## src/rtl/dly_prog_pkg.sv

```systemverilog
package dly_prog_pkg;
  parameter int CODE_W = 8;

  typedef struct packed {
    logic shiftEn;
    logic loadSer;
    logic loadPar;
    logic drvOut;
  } progStb_t;
endpackage

```

## src/rtl/dly_prog_ctrl.sv

```systemverilog
module dly_prog_ctrl
  import dly_prog_pkg::*;
(
  input  logic     clk,
  input  logic     rstN,
  input  logic     modeSel,
  input  logic     enIn,
  input  logic     sclkIn,
  output progStb_t stb
);
  logic enQ;
  logic sclkQ;

  always_ff @(posedge clk) begin
    if (!rstN) begin
      enQ   <= 1'b0;
      sclkQ <= 1'b0;
    end else begin
      enQ   <= enIn;
      sclkQ <= sclkIn;
    end
  end

  logic enFall;
  logic sclkRise;
  assign enFall   = enQ & ~enIn;
  assign sclkRise = sclkIn & ~sclkQ;

  always_comb begin
    stb.shiftEn = ~modeSel & enIn & sclkRise;
    stb.loadSer = ~modeSel & enFall;
    stb.loadPar = modeSel & (enIn | enQ);
    stb.drvOut  = enQ;
  end
endmodule

```

## src/rtl/dly_prog_dp.sv

```systemverilog
module dly_prog_dp
  import dly_prog_pkg::*;
#(
  parameter int W = CODE_W
) (
  input  logic         clk,
  input  logic         rstN,
  input  progStb_t     stb,
  input  logic         sdIn,
  input  logic [W-1:0] parIn,
  output logic         sdOut,
  output logic [W-1:0] codeOut,
  output logic         codeUpd
);
  logic [W-1:0] shiftReg;
  logic [W-1:0] codeNxt;
  logic         doLoad;

  assign doLoad  = stb.loadSer | stb.loadPar;
  assign codeNxt = stb.loadPar ? parIn : shiftReg;

  always_ff @(posedge clk) begin
    if (!rstN) begin
      shiftReg <= '0;
      codeOut  <= '0;
      codeUpd  <= 1'b0;
    end else begin
      if (stb.shiftEn) shiftReg <= {shiftReg[W-2:0], sdIn};
      if (doLoad) codeOut <= codeNxt;
      codeUpd <= doLoad && (codeNxt != codeOut);
    end
  end

  assign sdOut = stb.drvOut & shiftReg[W-1];
endmodule

```

## src/rtl/dly_prog_if.sv

```systemverilog
module dly_prog_if
  import dly_prog_pkg::*;
#(
  parameter int W = CODE_W
) (
  input  logic         clk,
  input  logic         rstN,
  input  logic         modeSel,
  input  logic         enIn,
  input  logic         sclkIn,
  input  logic         sdIn,
  input  logic [W-1:0] parIn,
  output logic         sdOut,
  output logic [W-1:0] codeOut,
  output logic         codeUpd
);
  progStb_t stb;

  dly_prog_ctrl u_ctrl (
    .clk(clk), .rstN(rstN), .modeSel(modeSel),
    .enIn(enIn), .sclkIn(sclkIn), .stb(stb)
  );

  dly_prog_dp #(.W(W)) u_dp (
    .clk(clk), .rstN(rstN), .stb(stb), .sdIn(sdIn), .parIn(parIn),
    .sdOut(sdOut), .codeOut(codeOut), .codeUpd(codeUpd)
  );
endmodule

```

## config.mk

```make
export PLATFORM = sky130hd
export DESIGN_NAME = dly_prog_if
export DESIGN_NICKNAME = d
export VERILOG_FILES = /design/src/rtl/dly_prog_pkg.sv /design/src/rtl/dly_prog_ctrl.sv /design/src/rtl/dly_prog_dp.sv /design/src/rtl/dly_prog_if.sv
export SDC_FILE = /design/constraint.sdc
export NUM_CORES = 1
export LEC_CHECK = 0
export BUFFER_PORTS_ARGS = -buffer_cell sky130_fd_sc_hd__buf_2
export CAP_MARGIN = 30
export CORE_MARGIN = 1
export CORE_UTILIZATION = 55
export DETAILED_ROUTE_END_ITERATION = 7
export GPL_ROUTABILITY_DRIVEN = 0
export PLACE_DENSITY = 0.91
export SLEW_MARGIN = 10
export SYNTH_ARGS = -nofsm -noshare
export SYNTH_HDL_FRONTEND = slang
export SYNTH_HIERARCHICAL = 1
export SYNTH_SLANG_ARGS = --single-unit
```

## constraint.sdc

```tcl
create_clock -name clk -period 2 [get_ports clk]
set_input_delay 0.1 -clock clk [delete_from_list [all_inputs] [get_ports clk]]
set_output_delay 0.1 -clock clk [all_outputs]
set_load 0.05 [all_outputs]
```

=== Word level (Yosys, flattened, before mapping) ===
Cells that the tools add are included.

* Flip-flop bits (word level): 19
* Input port bits: 14
* Output and inout port bits: 10
* Word-level logic and storage cells: 20

* Equal/unequal tests: 1
* Multiplexer cells: 1
* Bitwise operators: 12
* Reductions and logical operators: 1

{| class="wikitable"
|+ Operators by type and width
! cell !! count
|-
| 2-to-1 mux 8 bit || 1
|-
| != test 8 bit || 1
|-
| bitwise AND 1 bit || 7
|-
| NOT 1 bit || 3
|-
| OR 1 bit || 2
|-
| logical AND 1 bit || 1
|}

=== Depth between registers and ports, before layout ===
Gate-level depths: netlist of run 1.

* Word-level depth: 5
* Gate-level depth with buffers: 7
* Mapped depth without buffers: 5

=== Modules after synthesis ===
The synthesis of run 1 kept the hierarchy.

{| class="wikitable"
|+ By module, submodules not included
! module !! times used !! cells each !! area each (um2) !! seq. area each (um2)
|-
| dly_prog_dp || 1 || 88 || 873.3 || 340.3
|-
| dly_prog_ctrl || 1 || 8 || 87.6 || 40.0
|}

=== Least setup slack after synthesis of run 1 ===
Ideal clock, no wire load.

* Kind: flip-flop to flip-flop
* From: register u_ctrl.enQ
* To: register u_dp.codeUpd
* Setup time: 0.127 ns
* Data arrival time: 1.271 ns
* Data required time: 1.873 ns
* Setup slack: 0.602 ns
* Cell stages (with the launch flop): 8
* Path buffers: 2
* Period minus slack after synthesis: 1.398 ns
* Cells stage by stage: dfxtp_1 -> o21a_1 -> buf_6 -> buf_8 -> mux2i_1 -> xnor2_1 -> nor4_1 -> a21oi_1

{| class="wikitable"
|+ RTL lines
! item !! RTL line !! source
|-
| start: declaration || dly_prog_ctrl.sv:11 || <nowiki>logic enQ;</nowiki>
|-
| start signal: assignment || dly_prog_ctrl.sv:19 || <nowiki>enQ <= enIn;</nowiki>
|-
| end signal: assignment || dly_prog_dp.sv:30 || <nowiki>codeUpd <= doLoad && (codeNxt != codeOut);</nowiki>
|-
| end: declaration || dly_prog_dp.sv:13 || <nowiki>output logic codeUpd</nowiki>
|}

==> results.toml, run 1 <==
[outcome]
status = "finished, violations left"
violations = "DRC"

[floorplanning]
fp.dieH_um = 43.8
core_area_um2 = 1580
initial_core_util = 0.610
num_rows = 14
io_pins = 24
die_area_um2 = 1920
die_w_um = 43.8

[sta]
max_slew_margin = 0.744
rsz0062_at_grt = "false"
hold_violations = 0
tightest_slew_ps = 384
fin_tns_setup_ps = 0
fin_crit_ps = 1640
final_max_slew_viol_count = 0
max_freq_mhz = 611
finClkSkew_ps = 4.24
setup_violations = 0
fin_crit_sh = 0.819

[setup_path]
crit_path_start_kind = "flip-flop"
rr_endpoint = "u_dp/codeUpd"
crit_slowest_cell = "dfxtp_1"
path_max_fanout = 18
reg2reg_depth = 5
crit_chain = "o21a_2 -> mux2i_1 -> xnor2_1 -> nor4_1 -> a21oi_1"
arrival_ps = 1820
crit_family = "compound AO/OA/AOI/OAI gates"
crit_start = "u_ctrl/enQ"
r2r_start = "u_ctrl/enQ"
cp_num_buf_inv = 0
critPathRequiredTime_ps = 2180
end_kind = "flip-flop"
critPathMaxStageDelay_ps = 370
path_class = "flip-flop to flip-flop"
r2r_setup_slack_ps = 360

[power_and_ir_drop]
internal_power_mw = 0.527
combPwrFrac = 0.202
p_leak_nw = 0.445
p_sw_frac = 0.290
p_sw_mw = 0.216
ir_worst_vdd_mv = 0.357
powerDensity_nw_per_um2 = 678
total_power_mw = 0.743
clockPowerShare = 0.256
p_seq_frac = 0.543

[route]
first_iter_violations = 9
dr.pass1.iters = 6
postRouteAntennaNets = 0
dr_total_vias = 753
drc_errors = 3
wl_um = 1880
wl_per_cell_um = 13.9
routed_via_density = 5.58

[cts]
root_buffer = "clkbuf_4"
cts_hold_buffers = 0
insertion_delay_ps = 290
cts_buffers = 3
cts_tree = "yes"
h-tree-depth = 1
clock-sinks = 19
clk_pin_slew_ps = 110
cts_buffer_depth = 2
cts_resized = 0
post-cts-setup-buffers = 0

[grt]
grt_usage = 0.219
grt_overflow = 0
grt_pass1_wl_um = 3110
grt_max_degree = 20
grt_pass1_vias = 733
antenna_found_initial = 0

[yosys]
ys_top_cells_by_count = "22 x mux2i_1, 19 x dfxtp_1, 9 x and2_1, 9 x o21ai_0"
ys_seq_area_frac = 0.396
synth_top_area_frac = 0.396
netlist_area_um2 = 961
synthCells = 96
synth_area_leaders = "dfxtp_1 40%, mux2i_1 23%, xnor2_1 7.3%"
synth_top_area_cell = "dfxtp_1"
ys_ff_latch = 19
synth_cell_types = 18
ys_warn_count = 6
synth_edf_count = 0
yosysMostFrequentCell = "mux2i_1"
synth-async-reset-ratio = 0
ys.flop_type = "dfxtp_1"
synth_nets = 110
synth_area_per_cell_um2 = 10.0

[hold_path]
hold_path_depth = 2
whs_endpoint = "u_ctrl/sclkQ"
hold_path.class = "primary input to flip-flop"
hp-start = "sclkIn"

[finish]
fin_nets = 134
regArea_um2 = 380
syn_to_final_growth_pct = 14.1
diodes = 0
multi_input_area_um2 = 531
fin_cells = 135
n_fill_cell = 125
drive_above_1_share = 0.269

[run]
maxCapViolCount = 0

[placed_design]
dp.cells = 131
hpwlAfterDp_um = 1430
numPortBuffers = 23
[final cells by class]
type	count	share of cell area
Sequential cell	19	0.347
Timing Repair Buffer	26	0.126
Multi-Input combinational cell	70	0.484
Clock inverter	1	0.00457
Clock buffer	3	0.0205
Tap cell	16	0.0183
[flip-flops by register name, indices dropped and copies added, names as in the netlist]
signal,flops
u_dp/codeOut,8
u_dp/shiftReg,8
u_ctrl/enQ,1
u_ctrl/sclkQ,1
u_dp/codeUpd,1
[through the flow]
step	util	setup WS [ps]	area (um^2)	hold WS (ps)
2_1_floorplan	-	602	961	222
3_3_place_gp	0.677	270	1070	319
3_5_place_dp	0.677	159	1070	328
4_1_cts	0.694	146	1090	20.5
5_1_grt	0.695	195	1100	24.8
6_report	0.695	363	1100	26.8
[metal layers]
layer | GRT usage | up-vias | part of all wire
li1 | - | 378 | -
met1 | 0.256 | 356 | 0.43
met2 | 0.391 | 17 | 0.52
met3 | 0.0375 | 2 | 0.041
met4 | 0.0875 | 0 | 0.0064
met5 | 0 | - | 0
[worst max path at each step]
stage	to	cells past startpoint	slack, ps
after global placement	u_dp/codeUpd	5	270
after floorplan	u_dp/codeUpd	7	600
after detailed placement	u_dp/codeUpd	5	160
after global routing	u_dp/codeUpd	5	190
final	u_dp/codeUpd	5	360
after CTS	u_dp/codeUpd	5	150
[layout by cell type, fill, tap and decap left out]
cell type | netlist | final
mux2i_1 | 22 | 22
xnor2_1 | 8 | 8
o21a_2 | 0 | 1
and4bb_2 | 1 | 1
buf_2 | 2 | 23
dfxtp_1 | 19 | 19
nor2b_1 | 8 | 8
nand2_1 | 6 | 6
clkinv_2 | 0 | 1
nor3b_1 | 1 | 1
nor4_1 | 2 | 2
and2_1 | 9 | 9
a21oi_1 | 1 | 1
o21ai_0 | 9 | 9
o311a_1 | 2 | 2
clkbuf_4 | 0 | 3
buf_4 | 1 | 3
[power by group through the flow]
stage	registers (mW)	clock network, mW	logic, mW
6_report	0.403	0.190	0.150
4_1_cts	0.404	0.198	0.150
5_1_grt	0.405	0.209	0.162
2_1_floorplan	0.449	0	0.0776
3_3_place_gp	0.411	0	0.145
3_5_place_dp	0.412	0	0.149
[cell families (layout without fill, tap and decap cells)]
kind of cell,Yosys count,after routing,share of synthesized area
AO/OA/AOI/OAI,13,13,0.0807
buffers and inverters,7,30,0.0534
multiplexers,22,22,0.229
AND/OR/NAND/NOR,27,27,0.168
flip-flops,19,19,0.396
XOR/XNOR,8,8,0.0729
No activity file was read; power rests on OpenSTA's default activity.
==> run 2, diff against run 1 <==
--- a/config.mk
+++ b/config.mk
@@ -8,10 +8,10 @@
 export BUFFER_PORTS_ARGS = -buffer_cell sky130_fd_sc_hd__buf_2
 export CAP_MARGIN = 30
 export CORE_MARGIN = 1
-export CORE_UTILIZATION = 55
+export CORE_UTILIZATION = 46
 export DETAILED_ROUTE_END_ITERATION = 7
 export GPL_ROUTABILITY_DRIVEN = 0
-export PLACE_DENSITY = 0.91
+export PLACE_DENSITY = 0.82
 export SLEW_MARGIN = 10
 export SYNTH_ARGS = -nofsm -noshare
 export SYNTH_HDL_FRONTEND = slang
==> constraint.sdc (replaced) <==
create_clock -name clk -period 1.5 [get_ports clk]
set_input_delay 0.075 -clock clk [delete_from_list [all_inputs] [get_ports clk]]
set_output_delay 0.075 -clock clk [all_outputs]
set_load 0.05 [all_outputs]
==> results.toml, run 2 (synthesized netlist as in run 1, its figures left out) <==
[finish]
fin_nets = 137
drive_above_1_share = 0.311
final_cell_mix = "23 x buf_2, 18 x dfxtp_1, 18 x mux2i_1"
layout_commonest_cell = "buf_2"
diodes = 0
fin_cells = 149
syn_to_final_growth_pct = 28.1
top_regs = "u_dp/codeOut x8, u_dp/shiftReg x8"

[power_and_ir_drop]
p_leak_nw = 0.480
ir_worst_vdd_mv = 0.646
powerDensity_nw_per_um2 = 851

[sta]
final_max_slew_viol_count = 0
fin_crit_sh = 0.998
worst_slack_ps = 3.19
hold_violations = 0
rsz0062_at_grt = "true"
max_freq_mhz = 668
max_slew_margin = 0.810
setup_violations = 0
tightest_slew_ps = 285
finClkSkew_ps = 3.24
fin_crit_ps = 1500

[cts]
clk_pin_slew_ps = 110
cts_buffers = 3
cts_buffer_depth = 2
clock-sinks = 19
root_buffer = "clkbuf_4"
cts_tree = "yes"
h-tree-depth = 1
insertion_delay_ps = 300

[route]
wl_um = 2120
dr_total_vias = 769
wl_per_cell_um = 14.2
dr.pass1.iters = 4
drc_errors = 0
routed_via_density = 5.16
first_iter_violations = 9
postRouteAntennaNets = 0

[setup_path]
reg2reg_depth = 6
crit_slowest_cell = "dfxtp_2"
rr_endpoint = "u_dp/codeUpd"
end_kind = "flip-flop"
arrival_ps = 1690
crit_family = "flip-flops"
r2r_start = "u_ctrl/enQ"
r2r_setup_slack_ps = 3
critPathMaxStageDelay_ps = 350
crit_path_start_kind = "flip-flop"
cp_num_buf_inv = 1
crit_chain = "o21a_4 -> buf_12 -> mux2i_4 -> xnor2_1 -> nor4_1 -> a21oi_1"
path_class = "flip-flop to flip-flop"
critPathRequiredTime_ps = 1690
path_max_fanout = 7
cp.depth = 6
crit_start = "u_ctrl/enQ"

[floorplanning]
io_pins = 24
die_w_um = 47.7
fp.dieH_um = 47.7
die_area_um2 = 2280
initial_core_util = 0.490
num_rows = 16
core_area_um2 = 1960

[run]
maxCapViolCount = 0

[placed_design]
dp.cells = 141
numPortBuffers = 23
hpwlAfterDp_um = 1320
dp_slack_ps = -68.2

[outcome]
status = "completed"

[grt]
antenna_found_initial = 0
grt_usage = 0.205
grt_overflow = 0
grt_max_degree = 20
grt_pass1_wl_um = 3050
grt_pass1_vias = 714

[hold_path]
hold_path.class = "primary input to flip-flop"
hp-start = "sdIn"
whs_endpoint = "u_dp/shiftReg[0]"
hold_path_depth = 3
run 2: worst max-delay path by stage:
stage	slack, ps	end
CTS	-30	u_dp/codeUpd
global placement	40	u_dp/codeUpd
global route	-50	u_dp/codeUpd
finish	3	u_dp/codeUpd
detailed placement	-70	u_dp/codeUpd
floorplan	100	u_dp/codeUpd
run 2: stage by stage:
| step | area [um^2] | power, mW | utilization | TNS, ps | hold slack (ps) |
|---|---|---|---|---|---|
| floorplan | 961 | 0.702 | - | 0 | 197 |
| global placement | 1090 | 0.744 | 0.554 | 0 | 295 |
| detailed placement | 1090 | 0.750 | 0.554 | -68.2 | 303 |
| CTS | 1220 | 1.04 | 0.621 | -28.7 | 31.6 |
| global route | 1230 | 1.09 | 0.628 | -50.0 | 39.1 |
| finish | 1230 | 1.05 | 0.628 | 0 | 32.6 |
run 2: worst reg2reg max path: stages, from the launching register on:
cell and delay, ps:
dfxtp_2 350, o21a_4 220, buf_12 150, mux2i_4 180, xnor2_1 120, nor4_1 270, a21oi_1 100
run 2: metal layers:
| metal | track usage | vias to the layer above | share of wire | routed length [um] |
|---|---|---|---|---|
| met5 | 0 | - | 0 | 0 |
| met4 | 0.0833 | 0 | 0.015 | 31 |
| met3 | 0.0453 | 4 | 0.038 | 80 |
| met2 | 0.365 | 17 | 0.48 | 1030 |
| met1 | 0.236 | 364 | 0.46 | 977 |
| li1 | - | 384 | - | - |
run 2: final cells by class:
| type | count | area, um^2 |
|---|---|---|
| clock buffer | 4 | 26.3 |
| tap | 27 | 33.8 |
| timing repair buffer | 29 | 220 |
| multi-input combinational | 70 | 569 |
| sequential | 19 | 382 |
| fill | 170 | 731 |
run 2: what timing repair did:
item,in CTS,in global routing
endpoints found under the setup margin,1,1
hold endpoints to repair,1,0
pin swaps,3,4
gates cloned,2,0
hold buffers,1,0
gates resized for setup,6,3
buffers inserted,1,0
run 2: report_power, final:
part | leakage (nW) | switching, mW | internal (mW)
clock | 0.0150 | 0.157 | 0.104
combinational | 0.310 | 0.131 | 0.118
sequential | 0.155 | 0.0155 | 0.523
